File: src/rtl/ait_pkg.sv
package ait_pkg;
   localparam int AIT_ADDR_W = 2;

   typedef enum logic [AIT_ADDR_W-1:0] {
      SEL_COUNT = 2'd0,
      SEL_CTRL  = 2'd1,
      SEL_LIMIT = 2'd2,
      SEL_NONE  = 2'd3
   } ait_sel_e;

   // Control word bit positions (software decodes these)
   localparam int CB_IE   = 0;
   localparam int CB_GATE = 1;
   localparam int CB_WDOG = 2;
   localparam int CB_PEND = 3;
   localparam int CB_USED = 4;

   typedef struct packed {
      logic pend;
      logic wdog;
      logic gate;
      logic ie;
   } ait_ctl_t;
endpackage

File: src/rtl/ait_decode.sv
module ait_decode
   import ait_pkg::*;
(
   input  logic [AIT_ADDR_W-1:0] addr,
   input  logic                  we,
   output logic                  wr_count,
   output logic                  wr_ctrl,
   output logic                  wr_limit
);
   always_comb begin
      wr_count = 1'b0;
      wr_ctrl  = 1'b0;
      wr_limit = 1'b0;
      if (we) begin
         unique case (addr)
            SEL_COUNT: wr_count = 1'b1;
            SEL_CTRL:  wr_ctrl  = 1'b1;
            SEL_LIMIT: wr_limit = 1'b1;
            default:   ;
         endcase
      end
   end
endmodule

File: src/rtl/ait_counter.sv
module ait_counter #(
   parameter int              WIDTH       = 32,
   parameter logic [WIDTH-1:0] RESET_LIMIT = '1
) (
   input  logic             clk,
   input  logic             rst_n,
   input  logic             count_en,
   input  logic             wr_count,
   input  logic             wr_limit,
   input  logic [WIDTH-1:0] wdata,
   output logic [WIDTH-1:0] count_q,
   output logic [WIDTH-1:0] limit_q,
   output logic             wrap
);
   localparam logic [WIDTH-1:0] ONE = WIDTH'(1);

   // Expiry only on an edge that is not overridden by a software load
   assign wrap = count_en && !wr_count && !wr_limit && (count_q == limit_q);

   always_ff @(posedge clk) begin
      if (!rst_n) begin
         count_q <= '0;
         limit_q <= RESET_LIMIT;
      end else if (wr_limit) begin
         limit_q <= wdata;
         count_q <= '0;
      end else if (wr_count) begin
         count_q <= wdata;
      end else if (count_en) begin
         count_q <= wrap ? '0 : count_q + ONE;
      end
   end
endmodule

File: src/rtl/ait_control.sv
module ait_control
   import ait_pkg::*;
#(
   parameter bit HAS_WDOG = 1'b1
) (
   input  logic           clk,
   input  logic           rst_n,
   input  logic           wr_ctrl,
   input  logic [CB_USED-1:0] wbits,
   input  logic           wrap,
   output ait_ctl_t       ctl,
   output logic           irq,
   output logic           wdt_rst
);
   logic ie_q, gate_q, pend_q;
   logic pend_d;

   // Software may only clear the flag; an expiry on the same edge wins
   always_comb begin
      pend_d = pend_q;
      if (wr_ctrl && !wbits[CB_PEND]) pend_d = 1'b0;
      if (wrap) pend_d = 1'b1;
   end

   always_ff @(posedge clk) begin
      if (!rst_n) begin
         ie_q   <= 1'b0;
         gate_q <= 1'b0;
         pend_q <= 1'b0;
      end else begin
         pend_q <= pend_d;
         if (wr_ctrl) begin
            ie_q   <= wbits[CB_IE];
            gate_q <= wbits[CB_GATE];
         end
      end
   end

   generate
      if (HAS_WDOG) begin : g_wdog
         logic wd_q, rst_q;
         always_ff @(posedge clk) begin
            if (!rst_n) begin
               wd_q  <= 1'b0;
               rst_q <= 1'b0;
            end else begin
               rst_q <= wrap && wd_q;
               if (wr_ctrl) wd_q <= wbits[CB_WDOG];
            end
         end
         assign ctl.wdog = wd_q;
         assign wdt_rst  = rst_q;
      end else begin : g_no_wdog
         logic unused_wdog_bit;
         assign unused_wdog_bit = wbits[CB_WDOG];
         assign ctl.wdog = 1'b0;
         assign wdt_rst  = 1'b0;
      end
   endgenerate

   assign ctl.ie   = ie_q;
   assign ctl.gate = gate_q;
   assign ctl.pend = pend_q;
   assign irq      = pend_q & ie_q;
endmodule

File: src/rtl/ait_readback.sv
module ait_readback
   import ait_pkg::*;
#(
   parameter int WIDTH = 32
) (
   input  logic [AIT_ADDR_W-1:0] addr,
   input  logic [WIDTH-1:0]      count_q,
   input  logic [WIDTH-1:0]      limit_q,
   input  ait_ctl_t              ctl,
   output logic [WIDTH-1:0]      rdata
);
   localparam int PAD = WIDTH - CB_USED;

   logic [WIDTH-1:0] ctl_word;
   assign ctl_word = {{PAD{1'b0}}, ctl};

   always_comb begin
      unique case (addr)
         SEL_COUNT: rdata = count_q;
         SEL_CTRL:  rdata = ctl_word;
         SEL_LIMIT: rdata = limit_q;
         default:   rdata = '0;
      endcase
   end
endmodule

File: src/rtl/aux_interval_timer.sv
module aux_interval_timer
   import ait_pkg::*;
#(
   parameter int               WIDTH       = 32,
   parameter logic [WIDTH-1:0] RESET_LIMIT = '1,
   parameter bit               HAS_WDOG    = 1'b1
) (
   input  logic                  clk,
   input  logic                  rst_n,
   input  logic                  halt_i,
   input  logic [AIT_ADDR_W-1:0] reg_addr,
   input  logic                  reg_we,
   input  logic [WIDTH-1:0]      reg_wdata,
   output logic [WIDTH-1:0]      reg_rdata,
   output logic                  irq_o,
   output logic                  wdt_rst_o
);
   generate
      if (WIDTH < CB_USED) begin : g_bad_width
         $error("aux_interval_timer: WIDTH must hold the control bits");
      end
   endgenerate

   logic             wr_count, wr_ctrl, wr_limit;
   logic             count_en, wrap;
   logic [WIDTH-1:0] count_q, limit_q;
   ait_ctl_t         ctl;

   ait_decode u_decode (
      .addr     (reg_addr),
      .we       (reg_we),
      .wr_count (wr_count),
      .wr_ctrl  (wr_ctrl),
      .wr_limit (wr_limit)
   );

   // Halt freezes the count only when gating is selected
   assign count_en = !(ctl.gate && halt_i);

   ait_counter #(.WIDTH(WIDTH), .RESET_LIMIT(RESET_LIMIT)) u_counter (
      .clk      (clk),
      .rst_n    (rst_n),
      .count_en (count_en),
      .wr_count (wr_count),
      .wr_limit (wr_limit),
      .wdata    (reg_wdata),
      .count_q  (count_q),
      .limit_q  (limit_q),
      .wrap     (wrap)
   );

   ait_control #(.HAS_WDOG(HAS_WDOG)) u_control (
      .clk     (clk),
      .rst_n   (rst_n),
      .wr_ctrl (wr_ctrl),
      .wbits   (reg_wdata[CB_USED-1:0]),
      .wrap    (wrap),
      .ctl     (ctl),
      .irq     (irq_o),
      .wdt_rst (wdt_rst_o)
   );

   ait_readback #(.WIDTH(WIDTH)) u_readback (
      .addr    (reg_addr),
      .count_q (count_q),
      .limit_q (limit_q),
      .ctl     (ctl),
      .rdata   (reg_rdata)
   );
endmodule

File: config.mk
export PLATFORM = sky130hd
export DESIGN_NAME = aux_interval_timer
export DESIGN_NICKNAME = d
export VERILOG_FILES = /design/src/rtl/ait_pkg.sv /design/src/rtl/ait_decode.sv /design/src/rtl/ait_counter.sv /design/src/rtl/ait_control.sv /design/src/rtl/ait_readback.sv /design/src/rtl/aux_interval_timer.sv
export SDC_FILE = /design/constraint.sdc
export NUM_CORES = 1
export LEC_CHECK = 0
export BUFFER_PORTS_ARGS = -buffer_cell sky130_fd_sc_hd__buf_2
export CAP_MARGIN = 10
export CELL_PAD_IN_SITES_DETAIL_PLACEMENT = 1
export CELL_PAD_IN_SITES_GLOBAL_PLACEMENT = 2
export CORE_AREA = 2 2 123 125
export DETAILED_ROUTE_END_ITERATION = 8
export DIE_AREA = 0 0 125 127
export PLACE_DENSITY_LB_ADDON = 0.12
export SLEW_MARGIN = 20
export SYNTH_ARGS = -nofsm -noshare
export SYNTH_HDL_FRONTEND = slang
export SYNTH_SLANG_ARGS = --single-unit
File: constraint.sdc
create_clock -name clk -period 1.65 [get_ports clk]
set_input_delay 0.33 -clock clk [delete_from_list [all_inputs] [get_ports clk]]
set_output_delay 0.33 -clock clk [all_outputs]
set_load 0.02 [all_outputs]
# After elaboration in Yosys (flattened, before gate mapping)
# Cells that the tools add are included.
# word_totals
ram_bits	0
word_cells	39
romBits	0
latch_bits	0
ff_bits	69
output_inout_bits	34
mem_count	0
# op_classes
n_eq_ne	4
n_reduce_logical	13
bitwise_logic	2
muxes	12
n_addsub	1
div_mod_pow	0
n_mul	0
n_shift	0
magnitude_cmp	0
# ops
operator	n
2-to-1 mux 32 bit	3
one-hot mux 32 bit (3 select lines)	1
adder 32 x 1 -> 32 bit (second input constant)	1
equality test 32 bit	1
2-to-1 mux 1 bit	8
logical AND 1 bit	6
zero test 1 bit	4
equality test 2 x 1 -> 1 bit (second input constant)	1
equality test 2 bit (second input constant)	1
zero test 2 bit	1
inequality test 2 x 1 -> 1 bit (second input constant)	1
nonzero test 2 bit	1
OR reduction 2 bit	1
bitwise AND 1 bit	1
inverter 1 bit	1

# Longest topological paths before layout
# Gate-level depths: netlist of the first run.
# depth
depth_word	10
mapped_depth	8
depth_no_buf	7

# Cells and area by module
# A second synthesis of the first run with hierarchy kept.
# unflattened
hier_cells	514
hier_area_um2	4375.4
# by_module_without_submodules
mod	area_per_inst_um2	n_inst	seq_area_each_um2	cells_per_inst
ait_counter	3592.2	1	1281.2	417
ait_readback	536.8	1	0.0	73
ait_control	212.7	1	100.1	20
ait_decode	30.0	1	0.0	3
aux_interval_timer	3.8	1	0.0	1

# Least setup slack after synthesis of the first run
# Ideal clock, no wire load.
# synth_timing
kind	register to register
start	register u_counter.count_q[2]
end	register u_counter.count_q[1]
slack_ns	-0.099
arrival_time_ns	1.611
period_less_slack_ns	1.749
setup_time_ns	0.138
required_time_ns	1.512
stages_incl_launch_ff	9
path_cell_list	dfxtp_1 -> buf_2 -> xnor2_1 -> nand4_1 -> nor4_1 -> nand3_1 -> nand3_2 -> buf_4 -> o22ai_1
# synth_between
elab_chain_len	5
# synth_rtl
element	line	text
start: declaration	ait_counter.sv:11	output logic [WIDTH-1:0] count_q,
start signal: assignment	ait_counter.sv:28	count_q <= wdata;
start signal: assignment	ait_counter.sv:30	count_q <= wrap ? '0 : count_q + ONE;
equality test 32 bit	ait_counter.sv:18	assign wrap = count_en && !wr_count && !wr_limit && (count_q == limit_q);
logical AND 1 bit	ait_counter.sv:18	
2-to-1 mux 32 bit	ait_counter.sv:30	
2-to-1 mux 32 bit	ait_counter.sv:29	end else if (count_en) begin
2-to-1 mux 32 bit	ait_counter.sv:27	end else if (wr_count) begin
# Every way passes these cells. The select of a mux whose other input is x is not followed.
# A chain may end at the register's enable or synchronous reset.

# Final worst setup path of the first run
# layout_timing
start	register u_counter.limit_q[3]
end	register u_counter.count_q[1]
# layout_between
elab_chain_len	5
# layout_rtl
element	line	text
start: declaration	ait_counter.sv:12	output logic [WIDTH-1:0] limit_q,
start signal: assignment	ait_counter.sv:25	limit_q <= wdata;
equality test 32 bit	ait_counter.sv:18	
logical AND 1 bit	ait_counter.sv:18	
2-to-1 mux 32 bit	ait_counter.sv:30	
2-to-1 mux 32 bit	ait_counter.sv:29	
2-to-1 mux 32 bit	ait_counter.sv:27	
# Every way passes these cells. The select of a mux whose other input is x is not followed.

==> results_tabular.tex, run 1 <==
\begin{tabular}{lr}
\hline
Metric & Value \\
\hline
\multicolumn{2}{l}{\textbf{Global routing}} \\
\quad Overflow left after global routing & 0 \\
\quad Global-route wire length before repair & 26.74 mm \\
\quad Largest net degree at the start of global routing & 39 \\
\quad Tot GR Track Use & 21.66\% \\
\quad Via count of the first global-routing pass & $\sim$4700 \\
\quad Initial antenna violation count & 0 \\
\multicolumn{2}{l}{\textbf{Routing}} \\
\quad Number of vias per cell & 5.025 \\
\quad Count of vias placed by the detailed router & 4452 \\
\quad First-pass iteration count of the detailed router & 4 \\
\quad DR DRC count & 0 \\
\quad Total detailed-routing wirelength & 17.05 mm \\
\quad First-iteration detailed-routing DRC count & between 200 and 250 \\
\quad Antenna violation net count after detailed routing & 0 \\
\quad Routed wire length per instance & 19.25 µm \\
\multicolumn{2}{l}{\textbf{Power and ir drop}} \\
\quad Pwr Density & approximately 750 mW/mm² \\
\quad Internal power consumption & approximately 3.3 mW \\
\quad P\_sw & 1.365 mW \\
\quad Leakage dissipation & roughly 2.9 nW \\
\quad Switch share & 29.38\% \\
\quad Share of total power in sequential cells & 39.2\% \\
\quad Maximum VDD drop & 492.5 µV \\
\quad Share of total power in combinational logic & 20.7\% \\
\quad Clock power share & $\sim$40\% \\
\multicolumn{2}{l}{\textbf{Clocking}} \\
\quad Clk sink count & 69 \\
\quad Number of clock buffers inserted by TritonCTS & 9 \\
\quad TritonCTS clock tree & yes \\
\quad Bufs on Longest Clock Path & 2 \\
\quad Clock Latency Late Sink & approximately 350 ps \\
\quad CTS clk-pin slew, worst paths & 60 ps \\
\quad Cell at the root of the clock tree & sky130\_fd\_sc\_hd\_\_clkbuf\_16 \\
\quad CTS HTree Levels & 3 \\
\multicolumn{2}{l}{\textbf{Yosys}} \\
\quad Post-Syn Area per Cell & 7.691 µm² \\
\quad Warnings, synthesis & 0 \\
\quad Share of the yosys chip area belonging to registers & between 30\% and 40\% \\
\quad Syn Inst Count & roughly 540 \\
\quad Cell area after synthesis & 0.004145 mm² \\
\quad Synth top area cells & sky130\_fd\_sc\_hd\_\_dfxtp\_1, sky130\_fd\_sc\_hd\_\_mux2i\_1, sky130\_fd\_sc\_hd\_\_nand2\_1 \\
\quad Post-synth top area share & between 30\% and 40\% \\
\quad Most common flop cell mapped by yosys & sky130\_fd\_sc\_hd\_\_dfxtp\_1 \\
\quad Post-synthesis sequential element count & between 60 and 70 \\
\quad Number of unique standard cell types used by synthesis & 43 \\
\quad Count of flip-flops with a built-in enable after synthesis & 0 \\
\quad Net count after synthesis & about 580 \\
\quad Synth area leader & sky130\_fd\_sc\_hd\_\_dfxtp\_1 \\
\quad Asr flop ratio synth & 0\% \\
\quad Synth top cells by count & sky130\_fd\_sc\_hd\_\_nand2\_1, sky130\_fd\_sc\_hd\_\_dfxtp\_1, sky130\_fd\_sc\_hd\_\_nand3\_1 \\
\quad Most frequent cell after synthesis & sky130\_fd\_sc\_hd\_\_nand2\_1 \\
\multicolumn{2}{l}{\textbf{Run status}} \\
\quad Status & finished, violations left \\
\quad Violations in the final reports & setup timing \\
\multicolumn{2}{l}{\textbf{Setup path}} \\
\quad Data required time of the worst path & 1880 ps \\
\quad Slowest Stage Delay on Critical Path & around 420 ps \\
\quad Buffering stage count on the worst path with inverters included & 3 \\
\quad Slowest stage cell, crit path & sky130\_fd\_sc\_hd\_\_dfxtp\_1 \\
\quad FF-to-FF End & u\_counter.count\_q[1] \\
\quad Max FO, Critical Path & 7 \\
\quad Cell class contributing the biggest share of worst-path delay & simple AND/OR/NAND/NOR gates \\
\quad Count of cells along the worst register-to-register path & 9 \\
\quad Arrival time of data at the critical path endpoint & just over 2000 ps \\
\quad Worst Setup End Kind & flop \\
\quad Cells along the critical path & xnor2\_1 > buf\_4 > nand4\_1 > nor4\_1 > nand3\_1 > buf\_6 > nand3\_4 > clkbuf\_16 > o22ai\_2 \\
\quad Startpoint-to-endpoint class of the critical path & reg2reg \\
\quad Critical Path Start Type & flop \\
\quad Reg-to-reg slack, setup & -170 ps \\
\quad Source of the worst register-to-register timing path & u\_counter.limit\_q[3] \\
\multicolumn{2}{l}{\textbf{Timing}} \\
\quad Transition time at the pin with the least slew margin & approximately 510 ps \\
\quad Max Clk Rate & 548.2 MHz \\
\quad Final worst-path cycle share & 110.6\% \\
\quad Slew margin rel. & 66.20\% \\
\quad Number of failing setup endpoints in the final timing report & 32 \\
\quad Fin crit period & 1824 ps \\
\quad Max Transition Viols Final & 0 \\
\quad Accumulated negative setup slack & -4250 ps \\
\quad Endpoints failing hold & 0 \\
\quad Setup slack after layout & -174.1 ps \\
\quad Clock skew & between 5 and 6 ps \\
\quad Setup repair after global routing missed its margin & yes \\
\multicolumn{2}{l}{\textbf{Floorplan}} \\
\quad Die X & 125 µm \\
\quad Core ar. & 0.01442 mm² \\
\quad \# IOs & 72 \\
\quad Starting density of the core & 28.74\% \\
\quad Height of the die & about 130 µm \\
\quad Core Rows & 44 \\
\quad DIE AREA & 0.01588 mm² \\
\multicolumn{2}{l}{\textbf{Placed design}} \\
\quad Cell area after placement & 0.005514 mm² \\
\quad Sum of net half-perimeters after detailed placement & 12.31 mm \\
\quad IO Port Bufs & 71 \\
\quad Global placer's final weighted congestion & 0.8369 \\
\multicolumn{2}{l}{\textbf{Finish}} \\
\quad Layout cell share with drive strength beyond 1 & 39.74\% \\
\quad Fin area & between 0.006 and 0.007 mm² \\
\quad Inserted Diodes & 0 \\
\quad \# nets final & 736 \\
\quad Number of filler cells placed in the layout & 1776 \\
\quad Area overhead of the layout relative to synthesis & 49.77\% \\
\multicolumn{2}{l}{\textbf{Hold path}} \\
\quad Hold path start & reg\_wdata[13] \\
\quad Hold path endpoint & u\_counter.count\_q[13] \\
\quad Path category of the worst min-delay check & in2reg \\
\quad WHS Path Cells & 3 \\
\multicolumn{2}{l}{\textbf{Run}} \\
\quad Maximum capacitance violations & 0 \\
\hline
\end{tabular}
## worst max-delay path by stage
stage / from / to / slack [ps] / depth (start not counted)
CTS: u_counter.limit_q[8] / u_counter.count_q[19] / -150 / 9
global route: u_counter.count_q[22] / u_counter.count_q[16] / -280 / 8
finish: u_counter.limit_q[3] / u_counter.count_q[1] / -170 / 9
floorplan: u_counter.count_q[19] / u_counter.count_q[1] / -40 / 8
global placement: u_counter.limit_q[20] / u_counter.count_q[31] / -180 / 7
detailed placement: u_counter.count_q[19] / u_counter.count_q[31] / -270 / 7
## stage by stage
step | hold slack, ps | total power [mW] | setup slack, ps | utilization (%) | cells
2_1_floorplan | 422.0 | 2.310 | -40.86 | - | 539
6_report | 208.4 | 4.648 | -174.1 | 43.04 | 886
3_3_place_gp | 452.0 | 2.724 | -179.9 | 38.23 | 863
3_5_place_dp | 458.6 | 2.741 | -272.7 | 38.23 | 863
4_1_cts | 200.6 | 4.664 | -151.0 | 41.54 | 883
5_1_grt | 201.6 | 4.868 | -280.3 | 43.04 | 886
## layer usage
metal	vias to the layer above	part of all wire [%]	GRT usage (%)
met5	-	0	0
met1	2196	45	27.24
met4	0	0.96	5.098
li1	2172	-	-
met3	14	2.9	4.355
met2	70	51	38.33
## placed cells by master, fill, tap and decap left out, types with 10 or more instances in the layout
| cell type | n |
|---|---|
| sky130_fd_sc_hd__a21oi_1 | 29 |
| sky130_fd_sc_hd__and3_1 | 31 |
| sky130_fd_sc_hd__buf_2 | 71 |
| sky130_fd_sc_hd__buf_4 | 107 |
| sky130_fd_sc_hd__clkbuf_16 | 10 |
| sky130_fd_sc_hd__dfxtp_1 | 52 |
| sky130_fd_sc_hd__dfxtp_2 | 12 |
| sky130_fd_sc_hd__mux2i_1 | 35 |
| sky130_fd_sc_hd__nand2_1 | 93 |
| sky130_fd_sc_hd__nand3_1 | 44 |
| sky130_fd_sc_hd__nand4_1 | 13 |
| sky130_fd_sc_hd__nor2_1 | 38 |
| sky130_fd_sc_hd__o22ai_1 | 11 |
| sky130_fd_sc_hd__o22ai_2 | 12 |
| sky130_fd_sc_hd__xnor2_1 | 28 |
| sky130_fd_sc_hd__xor2_1 | 13 |
## worst reg2reg max path, cell delays in order (launching register included)
cell and delay, ps:
sky130_fd_sc_hd__dfxtp_1 420, sky130_fd_sc_hd__xnor2_1 150, sky130_fd_sc_hd__buf_4 130, sky130_fd_sc_hd__nand4_1 80
sky130_fd_sc_hd__nor4_1 240, sky130_fd_sc_hd__nand3_1 120, sky130_fd_sc_hd__buf_6 150, sky130_fd_sc_hd__nand3_4 150
sky130_fd_sc_hd__clkbuf_16 190, sky130_fd_sc_hd__o22ai_2 70
## what timing repair did
| action | in CTS | in global routing |
|---|---|---|
| gates cloned | 0 | 1 |
| pin swaps | 11 | 12 |
| setup endpoints to repair | 38 | 53 |
| gates resized for setup | 44 | 38 |
| hold buffers | 0 | 0 |
| buffers inserted | 4 | 2 |
## flip-flops by register name, summed over array words and instances (netlist names)
register and flops:
u_control.g_wdog.wd_q 1, u_control.gate_q 1, u_control.ie_q 1, u_control.pend_q 1, u_control.wdt_rst 1, u_counter.count_q 32, u_counter.limit_q 32
## logic make-up (layout without fill, tap and decap cells)
group	after synthesis	in the layout	share of synthesized area, %
flops	69	69	33.32
mux	37	37	8.965
buf+inv	48	211	5.010
compound gates	67	67	9.871
fa+ha+maj	1	1	0.3018
simple gates	262	262	30.91
xor+xnor	55	55	11.62
## power by group through the flow
| stage | logic (mW) | clock network (mW) | registers (mW) |
|---|---|---|---|
| after floorplan | 0.470 | 0 | 1.84 |
| after global placement | 0.874 | 0 | 1.85 |
| after detailed placement | 0.886 | 0 | 1.86 |
| after CTS | 0.927 | 1.91 | 1.82 |
| after global routing | 1.04 | 2.00 | 1.83 |
| final | 0.962 | 1.86 | 1.82 |
## layout make-up
class / instances / area, µm² / share of cell area (%)
multi-input cells: 422 / 2910 / 46.88
flip-flops and latches: 69 / 1415 / 22.79
repair buffers: 192 / 1369 / 22.05
clock buffers: 15 / 267.8 / 4.313
well taps: 184 / 230.2 / 3.708
inverters: 3 / 11.26 / 0.1814
clock inverters: 1 / 5.005 / 0.08061
Power figures use the tool's default switching activity.
==> run 2: changes to the inputs <==
--- a/config.mk
+++ b/config.mk
@@ -9,10 +9,12 @@
 export CAP_MARGIN = 10
 export CELL_PAD_IN_SITES_DETAIL_PLACEMENT = 1
 export CELL_PAD_IN_SITES_GLOBAL_PLACEMENT = 2
-export CORE_AREA = 2 2 123 125
+export CORE_AREA = 2 2 112 114
 export DETAILED_ROUTE_END_ITERATION = 8
-export DIE_AREA = 0 0 125 127
+export DIE_AREA = 0 0 114 116
+export HOLD_SLACK_MARGIN = 0.1
 export PLACE_DENSITY_LB_ADDON = 0.12
+export SKIP_CTS_REPAIR_TIMING = 1
 export SLEW_MARGIN = 20
 export SYNTH_ARGS = -nofsm -noshare
 export SYNTH_HDL_FRONTEND = slang
==> constraint.sdc (replaced) <==
create_clock -name clk -period 2.2 [get_ports clk]
set_input_delay 0.44 -clock clk [delete_from_list [all_inputs] [get_ports clk]]
set_output_delay 0.44 -clock clk [all_outputs]
set_load 0.02 [all_outputs]
==> run 2 against run 1 <==
The run now ends clean. Critical path type unchanged. Sequential share of layout area is 4.4 points higher. Design area decreased by 18%. Largest cell class unchanged. Utilization is 0.44 points lower. Non-clock buffer count is 85 lower. Sequential cell count unchanged.
==> results_tabular.tex, run 2 (synthesis results as in run 1) <==
\begin{tabular}{lr}
\hline
Metric & Value \\
\hline
\multicolumn{2}{l}{\textbf{Setup path}} \\
\quad Worst Setup End Kind & flop \\
\quad Cells along the critical path & xnor2\_1 > nand4\_1 > nor4\_2 > nand3\_1 > nand3\_2 > buf\_4 > o22ai\_1 \\
\quad Count of cells along the worst register-to-register path & 7 \\
\quad Startpoint-to-endpoint class of the critical path & reg2reg \\
\quad Slowest Stage Delay on Critical Path & 360 ps \\
\quad Critical path depth in cells & 7 \\
\quad Cell class contributing the biggest share of worst-path delay & simple AND/OR/NAND/NOR gates \\
\quad FF-to-FF End & u\_counter.count\_q[11] \\
\quad Termination of the worst setup path & u\_counter.count\_q[11] \\
\quad Slowest stage cell, crit path & sky130\_fd\_sc\_hd\_\_xnor2\_1 \\
\quad Reg-to-reg slack, setup & 80 ps \\
\quad Source of the worst register-to-register timing path & u\_counter.limit\_q[15] \\
\quad Max FO, Critical Path & 6 \\
\quad Buffering stage count on the worst path with inverters included & 1 \\
\quad Critical Path Start Type & flop \\
\quad Data required time of the worst path & between 2000 and 2500 ps \\
\quad Arrival time of data at the critical path endpoint & 2350 ps \\
\quad Launching element of the worst setup path & u\_counter.limit\_q[15] \\
\multicolumn{2}{l}{\textbf{Power and ir drop}} \\
\quad Switch share & 28.27\% \\
\quad Total power of the final layout & 3.340 mW \\
\quad Internal power consumption & 2.396 mW \\
\quad Maximum VDD drop & 408.2 µV \\
\quad Leakage dissipation & 2.282 nW \\
\quad Pwr Density & 658.1 mW/mm² \\
\quad Clock power share & 42.7\% \\
\quad Share of total power in combinational logic & 16.3\% \\
\quad P\_sw & 0.9440 mW \\
\quad Share of total power in sequential cells & 41.0\% \\
\multicolumn{2}{l}{\textbf{Clocking}} \\
\quad Clk sink count & 69 \\
\quad Cell at the root of the clock tree & sky130\_fd\_sc\_hd\_\_clkbuf\_16 \\
\quad CTS HTree Levels & 3 \\
\quad Clock Latency Late Sink & around 340 ps \\
\quad Bufs on Longest Clock Path & 2 \\
\quad TritonCTS clock tree & yes \\
\quad Number of clock buffers inserted by TritonCTS & 9 \\
\quad CTS clk-pin slew, worst paths & 50 ps \\
\multicolumn{2}{l}{\textbf{Timing}} \\
\quad Worst hold-check slack & 325.7 ps \\
\quad Max Clk Rate & 470.7 MHz \\
\quad Clock skew & 3.927 ps \\
\quad Setup repair after global routing missed its margin & no \\
\quad Max Transition Viols Final & 0 \\
\quad Accumulated negative setup slack & 0 ps \\
\quad Setup slack after layout & between 70 and 80 ps \\
\quad Final worst-path cycle share & 96.57\% \\
\quad Fin crit period & 2125 ps \\
\quad Number of failing setup endpoints in the final timing report & 0 \\
\quad Endpoints failing hold & 0 \\
\quad Slew margin rel. & 69.07\% \\
\quad Transition time at the pin with the least slew margin & 464.0 ps \\
\multicolumn{2}{l}{\textbf{Finish}} \\
\quad Inserted Diodes & 0 \\
\quad \# nets final & around 650 \\
\quad Commonest non-fill, non-tap cell in the layout & sky130\_fd\_sc\_hd\_\_nand2\_1 \\
\quad Layout Utilization & approximately 43\% \\
\quad Largest registers in the final layout & u\_counter.count\_q (32), u\_counter.limit\_q (32) \\
\quad Fin area & 0.005075 mm² \\
\quad Area overhead of the layout relative to synthesis & 22.43\% \\
\quad Layout cell share with drive strength beyond 1 & roughly 22\% \\
\quad Most frequent cells in the layout & sky130\_fd\_sc\_hd\_\_nand2\_1, sky130\_fd\_sc\_hd\_\_buf\_2, sky130\_fd\_sc\_hd\_\_dfxtp\_1 \\
\quad Final non-filler cell total & between 700 and 800 \\
\multicolumn{2}{l}{\textbf{Placed design}} \\
\quad IO Port Bufs & 71 \\
\quad Sum of net half-perimeters after detailed placement & 10.62 mm \\
\quad Global placer's final weighted congestion & 0.8191 \\
\quad Number of placed cells counting well taps & 748 \\
\quad Worst-case setup slack after placement & 60.75 ps \\
\quad Cell area after placement & roughly 0.0048 mm² \\
\multicolumn{2}{l}{\textbf{Floorplan}} \\
\quad Starting density of the core & 34.80\% \\
\quad Die X & 114 µm \\
\quad Height of the die & 116 µm \\
\quad Core Rows & 40 \\
\quad DIE AREA & between 0.01 and 0.015 mm² \\
\quad \# IOs & 72 \\
\quad Core ar. & 0.01191 mm² \\
\multicolumn{2}{l}{\textbf{Global routing}} \\
\quad Initial antenna violation count & 0 \\
\quad Overflow left after global routing & 0 \\
\quad Global-route wire length before repair & 23.12 mm \\
\quad Largest net degree at the start of global routing & 39 \\
\quad Tot GR Track Use & 23.13\% \\
\quad Via count of the first global-routing pass & about 4300 \\
\multicolumn{2}{l}{\textbf{Routing}} \\
\quad Number of vias per cell & 5.388 \\
\quad Total detailed-routing wirelength & about 15 mm \\
\quad DR DRC count & 0 \\
\quad Antenna violation net count after detailed routing & 0 \\
\quad First-iteration detailed-routing DRC count & 212 \\
\quad Routed wire length per instance & between 15 and 20 µm \\
\quad First-pass iteration count of the detailed router & 4 \\
\quad Count of vias placed by the detailed router & 4111 \\
\multicolumn{2}{l}{\textbf{Hold path}} \\
\quad Path category of the worst min-delay check & in2reg \\
\multicolumn{2}{l}{\textbf{Run status}} \\
\quad Status & completed \\
\multicolumn{2}{l}{\textbf{Run}} \\
\quad Maximum capacitance violations & 0 \\
\hline
\end{tabular}
-- run 2: power groups by stage --
| stage | clock [mW] | combinational [mW] | sequential, mW |
|---|---|---|---|
| after floorplan | 0 | 0.340 | 1.38 |
| after global routing | 1.50 | 0.593 | 1.38 |
| after global placement | 0 | 0.542 | 1.39 |
| final | 1.42 | 0.545 | 1.37 |
| after detailed placement | 0 | 0.548 | 1.40 |
| after CTS | 1.45 | 0.551 | 1.37 |
-- run 2: cell type report --
type	instances	area, µm²
Clock buffer	13	240.2
Clock inverter	2	35.03
Fill cell	1493	6837
Inverter	3	11.26
Multi-Input combinational cell	422	2572
Sequential cell	69	1381
Tap cell	147	183.9
Timing Repair Buffer	107	650.6
-- run 2: metal layers --
metal / GRT usage, % / routed length [µm] / share of wire, % / vias to the layer above
met5: 0 / 0 / 0 / -
met4: 10.57 / 422 / 2.9 / 0
met3: 4.812 / 515 / 3.5 / 25
met2: 40.20 / 7247 / 49 / 77
met1: 27.50 / 6525 / 44 / 2015
li1: - / - / - / 1994
-- run 2: worst min-delay path: cells and delay by family --
kind,cells,cell delay (ps)
and+or+nand+nor,2,110
buffers and inverters,1,100
-- run 2: worst min-delay path by stage --
stage / startpoint / to / cells past startpoint
global placement: u_control.g_wdog.wd_q / u_control.wdt_rst / 2
global route: reg_wdata[13] / u_counter.count_q[13] / 3
CTS: reg_wdata[4] / u_counter.count_q[4] / 3
floorplan: u_control.g_wdog.wd_q / u_control.wdt_rst / 2
finish: reg_wdata[4] / u_counter.count_q[4] / 3
detailed placement: u_control.g_wdog.wd_q / u_control.wdt_rst / 2
==> run 3: changes to the inputs <==
--- a/config.mk
+++ b/config.mk
@@ -18,4 +18,5 @@
 export SLEW_MARGIN = 20
 export SYNTH_ARGS = -nofsm -noshare
 export SYNTH_HDL_FRONTEND = slang
+export SYNTH_HIERARCHICAL = 1
 export SYNTH_SLANG_ARGS = --single-unit
==> constraint.sdc (replaced) <==
create_clock -name clk -period 2.7 [get_ports clk]
set_input_delay 0.54 -clock clk [delete_from_list [all_inputs] [get_ports clk]]
set_output_delay 0.54 -clock clk [all_outputs]
set_load 0.02 [all_outputs]
==> run 3 against run 2 <==
Sequential share of layout area fell by 0.33 points. Power fell by 20%. Via count fell by 0.61%. Critical endpoint is now u_counter/count_q[24]. Largest power group unchanged. Sequential cell count did not move. Utilization rose by 0.53 points.
==> results_tabular.tex, run 3 <==
\begin{tabular}{lr}
\hline
Metric & Value \\
\hline
\multicolumn{2}{l}{\textbf{Setup path}} \\
\quad Worst Setup End Kind & flop \\
\quad Arrival time of data at the critical path endpoint & 2450 ps \\
\quad Termination of the worst setup path & u\_counter/count\_q[24] \\
\quad Source of the worst register-to-register timing path & u\_counter/count\_q[11] \\
\quad Max FO, Critical Path & 8 \\
\quad Startpoint-to-endpoint class of the critical path & reg2reg \\
\quad Reg-to-reg slack, setup & 500 ps \\
\quad Count of cells along the worst register-to-register path & 5 \\
\quad FF-to-FF End & u\_counter/count\_q[24] \\
\quad Critical Path Start Type & flop \\
\quad Launching element of the worst setup path & u\_counter/count\_q[11] \\
\quad Data required time of the worst path & a little under 3000 ps \\
\multicolumn{2}{l}{\textbf{Yosys}} \\
\quad Post-synth top area share & a little under a third \\
\quad Count of flip-flops with a built-in enable after synthesis & 0 \\
\quad Post-Syn Area per Cell & 8.513 µm² \\
\quad Synth area leader & sky130\_fd\_sc\_hd\_\_dfxtp\_1 \\
\quad Warnings, synthesis & 6 \\
\quad Synth top area cells & sky130\_fd\_sc\_hd\_\_dfxtp\_1, sky130\_fd\_sc\_hd\_\_mux2i\_1, sky130\_fd\_sc\_hd\_\_xor2\_1 \\
\quad Net count after synthesis & 553 \\
\quad Cell area after synthesis & approximately 0.0044 mm² \\
\quad Synth top cells by count & sky130\_fd\_sc\_hd\_\_mux2i\_1, sky130\_fd\_sc\_hd\_\_dfxtp\_1, sky130\_fd\_sc\_hd\_\_nand2\_1 \\
\quad Syn Inst Count & just over 500 \\
\quad Most common flop cell mapped by yosys & sky130\_fd\_sc\_hd\_\_dfxtp\_1 \\
\quad Number of unique standard cell types used by synthesis & 42 \\
\quad Share of the yosys chip area belonging to registers & roughly a third \\
\quad Asr flop ratio synth & 0\% \\
\quad Most frequent cell after synthesis & sky130\_fd\_sc\_hd\_\_mux2i\_1 \\
\quad Post-synthesis sequential element count & 69 \\
\multicolumn{2}{l}{\textbf{Placed design}} \\
\quad IO Port Bufs & 71 \\
\quad Sum of net half-perimeters after detailed placement & 10.87 mm \\
\quad Global placer's final weighted congestion & 0.8775 \\
\multicolumn{2}{l}{\textbf{Timing}} \\
\quad Max Clk Rate & 455.2 MHz \\
\quad Max Transition Viols Final & 0 \\
\quad Slew margin rel. & between 50 and 60\% \\
\quad Fin crit period & around 2200 ps \\
\quad Setup repair after global routing missed its margin & no \\
\quad Transition time at the pin with the least slew margin & 613.4 ps \\
\quad Accumulated negative setup slack & 0 ps \\
\quad Clock skew & $\sim$4.7 ps \\
\quad Endpoints failing hold & 0 \\
\quad Final worst-path cycle share & slightly above 80\% \\
\quad Number of failing setup endpoints in the final timing report & 0 \\
\quad Worst hold-check slack & 430.8 ps \\
\multicolumn{2}{l}{\textbf{Finish}} \\
\quad Inserted Diodes & 0 \\
\quad Area overhead of the layout relative to synthesis & 17.42\% \\
\quad Layout cell share with drive strength beyond 1 & about a fifth \\
\quad Largest registers in the final layout & u\_counter/count\_q (32), u\_counter/limit\_q (32) \\
\quad Commonest non-fill, non-tap cell in the layout & sky130\_fd\_sc\_hd\_\_mux2i\_1 \\
\quad Most frequent cells in the layout & sky130\_fd\_sc\_hd\_\_mux2i\_1, sky130\_fd\_sc\_hd\_\_buf\_2, sky130\_fd\_sc\_hd\_\_dfxtp\_1 \\
\quad \# nets final & 614 \\
\multicolumn{2}{l}{\textbf{Power and ir drop}} \\
\quad Pwr Density & 517.0 mW/mm² \\
\quad Switch share & approximately 28\% \\
\quad Internal power consumption & 1.906 mW \\
\quad Share of total power in combinational logic & around 15\% \\
\quad Leakage dissipation & 2.070 nW \\
\quad Maximum VDD drop & 260.0 µV \\
\quad Clock power share & between 40\% and 50\% \\
\quad P\_sw & 0.7494 mW \\
\quad Share of total power in sequential cells & 41.9\% \\
\multicolumn{2}{l}{\textbf{Clocking}} \\
\quad CTS HTree Levels & 3 \\
\quad Cell at the root of the clock tree & sky130\_fd\_sc\_hd\_\_clkbuf\_16 \\
\quad CTS clk-pin slew, worst paths & 60 ps \\
\quad Bufs on Longest Clock Path & 2 \\
\quad TritonCTS clock tree & yes \\
\quad Clock Latency Late Sink & 340 ps \\
\quad Number of clock buffers inserted by TritonCTS & 9 \\
\quad Clk sink count & 69 \\
\multicolumn{2}{l}{\textbf{Global routing}} \\
\quad Largest net degree at the start of global routing & just over 40 \\
\quad Via count of the first global-routing pass & 4106 \\
\quad Global-route wire length before repair & $\sim$23 mm \\
\quad Initial antenna violation count & 0 \\
\quad Overflow left after global routing & 0 \\
\quad Tot GR Track Use & 23.01\% \\
\multicolumn{2}{l}{\textbf{Run}} \\
\quad Maximum capacitance violations & 0 \\
\multicolumn{2}{l}{\textbf{Floorplan}} \\
\quad Core ar. & $\sim$0.012 mm² \\
\quad Core Rows & 40 \\
\quad DIE AREA & around 0.013 mm² \\
\quad Height of the die & approximately 120 µm \\
\quad Die X & 114 µm \\
\quad Starting density of the core & 36.73\% \\
\quad \# IOs & 72 \\
\multicolumn{2}{l}{\textbf{Run status}} \\
\quad Status & completed \\
\multicolumn{2}{l}{\textbf{Routing}} \\
\quad First-pass iteration count of the detailed router & 4 \\
\quad Count of vias placed by the detailed router & 4086 \\
\quad First-iteration detailed-routing DRC count & around 170 \\
\quad DR DRC count & 0 \\
\quad Routed wire length per instance & 20.05 µm \\
\quad Number of vias per cell & 5.628 \\
\quad Antenna violation net count after detailed routing & 0 \\
\quad Total detailed-routing wirelength & 14.56 mm \\
\multicolumn{2}{l}{\textbf{Hold path}} \\
\quad Path category of the worst min-delay check & in2reg \\
\hline
\end{tabular}
[run 3: cells by family (layout without fill, tap and decap cells)]
kind of cell             Yosys count  count (layout)  synth area share [%]
adder cells (fa/ha/maj)            1               1                0.2859
flip-flops                        69              69                 31.57
XOR/XNOR                          50              50                 10.01
AND/OR/NAND/NOR                  200             200                 23.85
AO/OA/AOI/OAI                     72              72                 11.70
buffers and inverters             49             114                 5.862
multiplexers                      73              73                 16.73
[run 3: through the flow]
step | worst slack, ps | power (mW) | area [µm²] | util [%] | instances
floorplan | 691.7 | 1.384 | 4375 | - | 514
global placement | 447.0 | 1.534 | 4858 | 40.79 | 711
detailed placement | 383.7 | 1.541 | 4858 | 40.79 | 711
CTS | 552.7 | 2.683 | 5137 | 43.13 | 726
global route | 305.9 | 2.772 | 5137 | 43.13 | 726
finish | 503.0 | 2.656 | 5137 | 43.13 | 726
[run 3: power by group through the flow]
stage / Sequential, mW / Combinational [mW] / Clock, mW
finish: 1.11 / 0.404 / 1.14
detailed placement: 1.13 / 0.407 / 0
floorplan: 1.11 / 0.270 / 0
global route: 1.12 / 0.442 / 1.21
CTS: 1.11 / 0.408 / 1.16
global placement: 1.13 / 0.402 / 0
[run 3: layout make-up]
type | count | area, µm²
fill | 1438 | 6774
multi-input combinational | 396 | 2750
sequential | 69 | 1381
timing repair buffer | 93 | 520.5
clock buffer | 14 | 274.0
tap | 147 | 183.9
inverter | 6 | 22.52
clock inverter | 1 | 5.005
[run 3: worst max-delay path, stage by stage, from the launching register on]
cell	delay (ps)
sky130_fd_sc_hd__dfxtp_1	490
sky130_fd_sc_hd__nand4_2	200
sky130_fd_sc_hd__nor4_1	570
sky130_fd_sc_hd__nand3_1	320
sky130_fd_sc_hd__o31a_1	320
sky130_fd_sc_hd__o32ai_1	200
[run 3: worst min path at each step]
stage,start,endpoint,slack (ps),cells after the start
CTS,reg_wdata[26],u_counter/limit_q[26],430,3
global placement,u_counter/limit_q[11],u_counter/limit_q[11],500,2
global route,reg_wdata[25],u_counter/limit_q[25],440,3
detailed placement,u_counter/limit_q[1],u_counter/limit_q[1],510,2
finish,reg_wdata[26],u_counter/limit_q[26],430,3
floorplan,u_control/g_wdog.wd_q,u_control/wdt_rst,480,1
[run 3: metal layers]
layer	vias up	wire length [µm]	GRT usage [%]
li1	1977	-	-
met1	2014	7015	31.70
met2	79	6689	36.71
met3	16	604	3.766
met4	0	247	7.886
met5	-	0	0
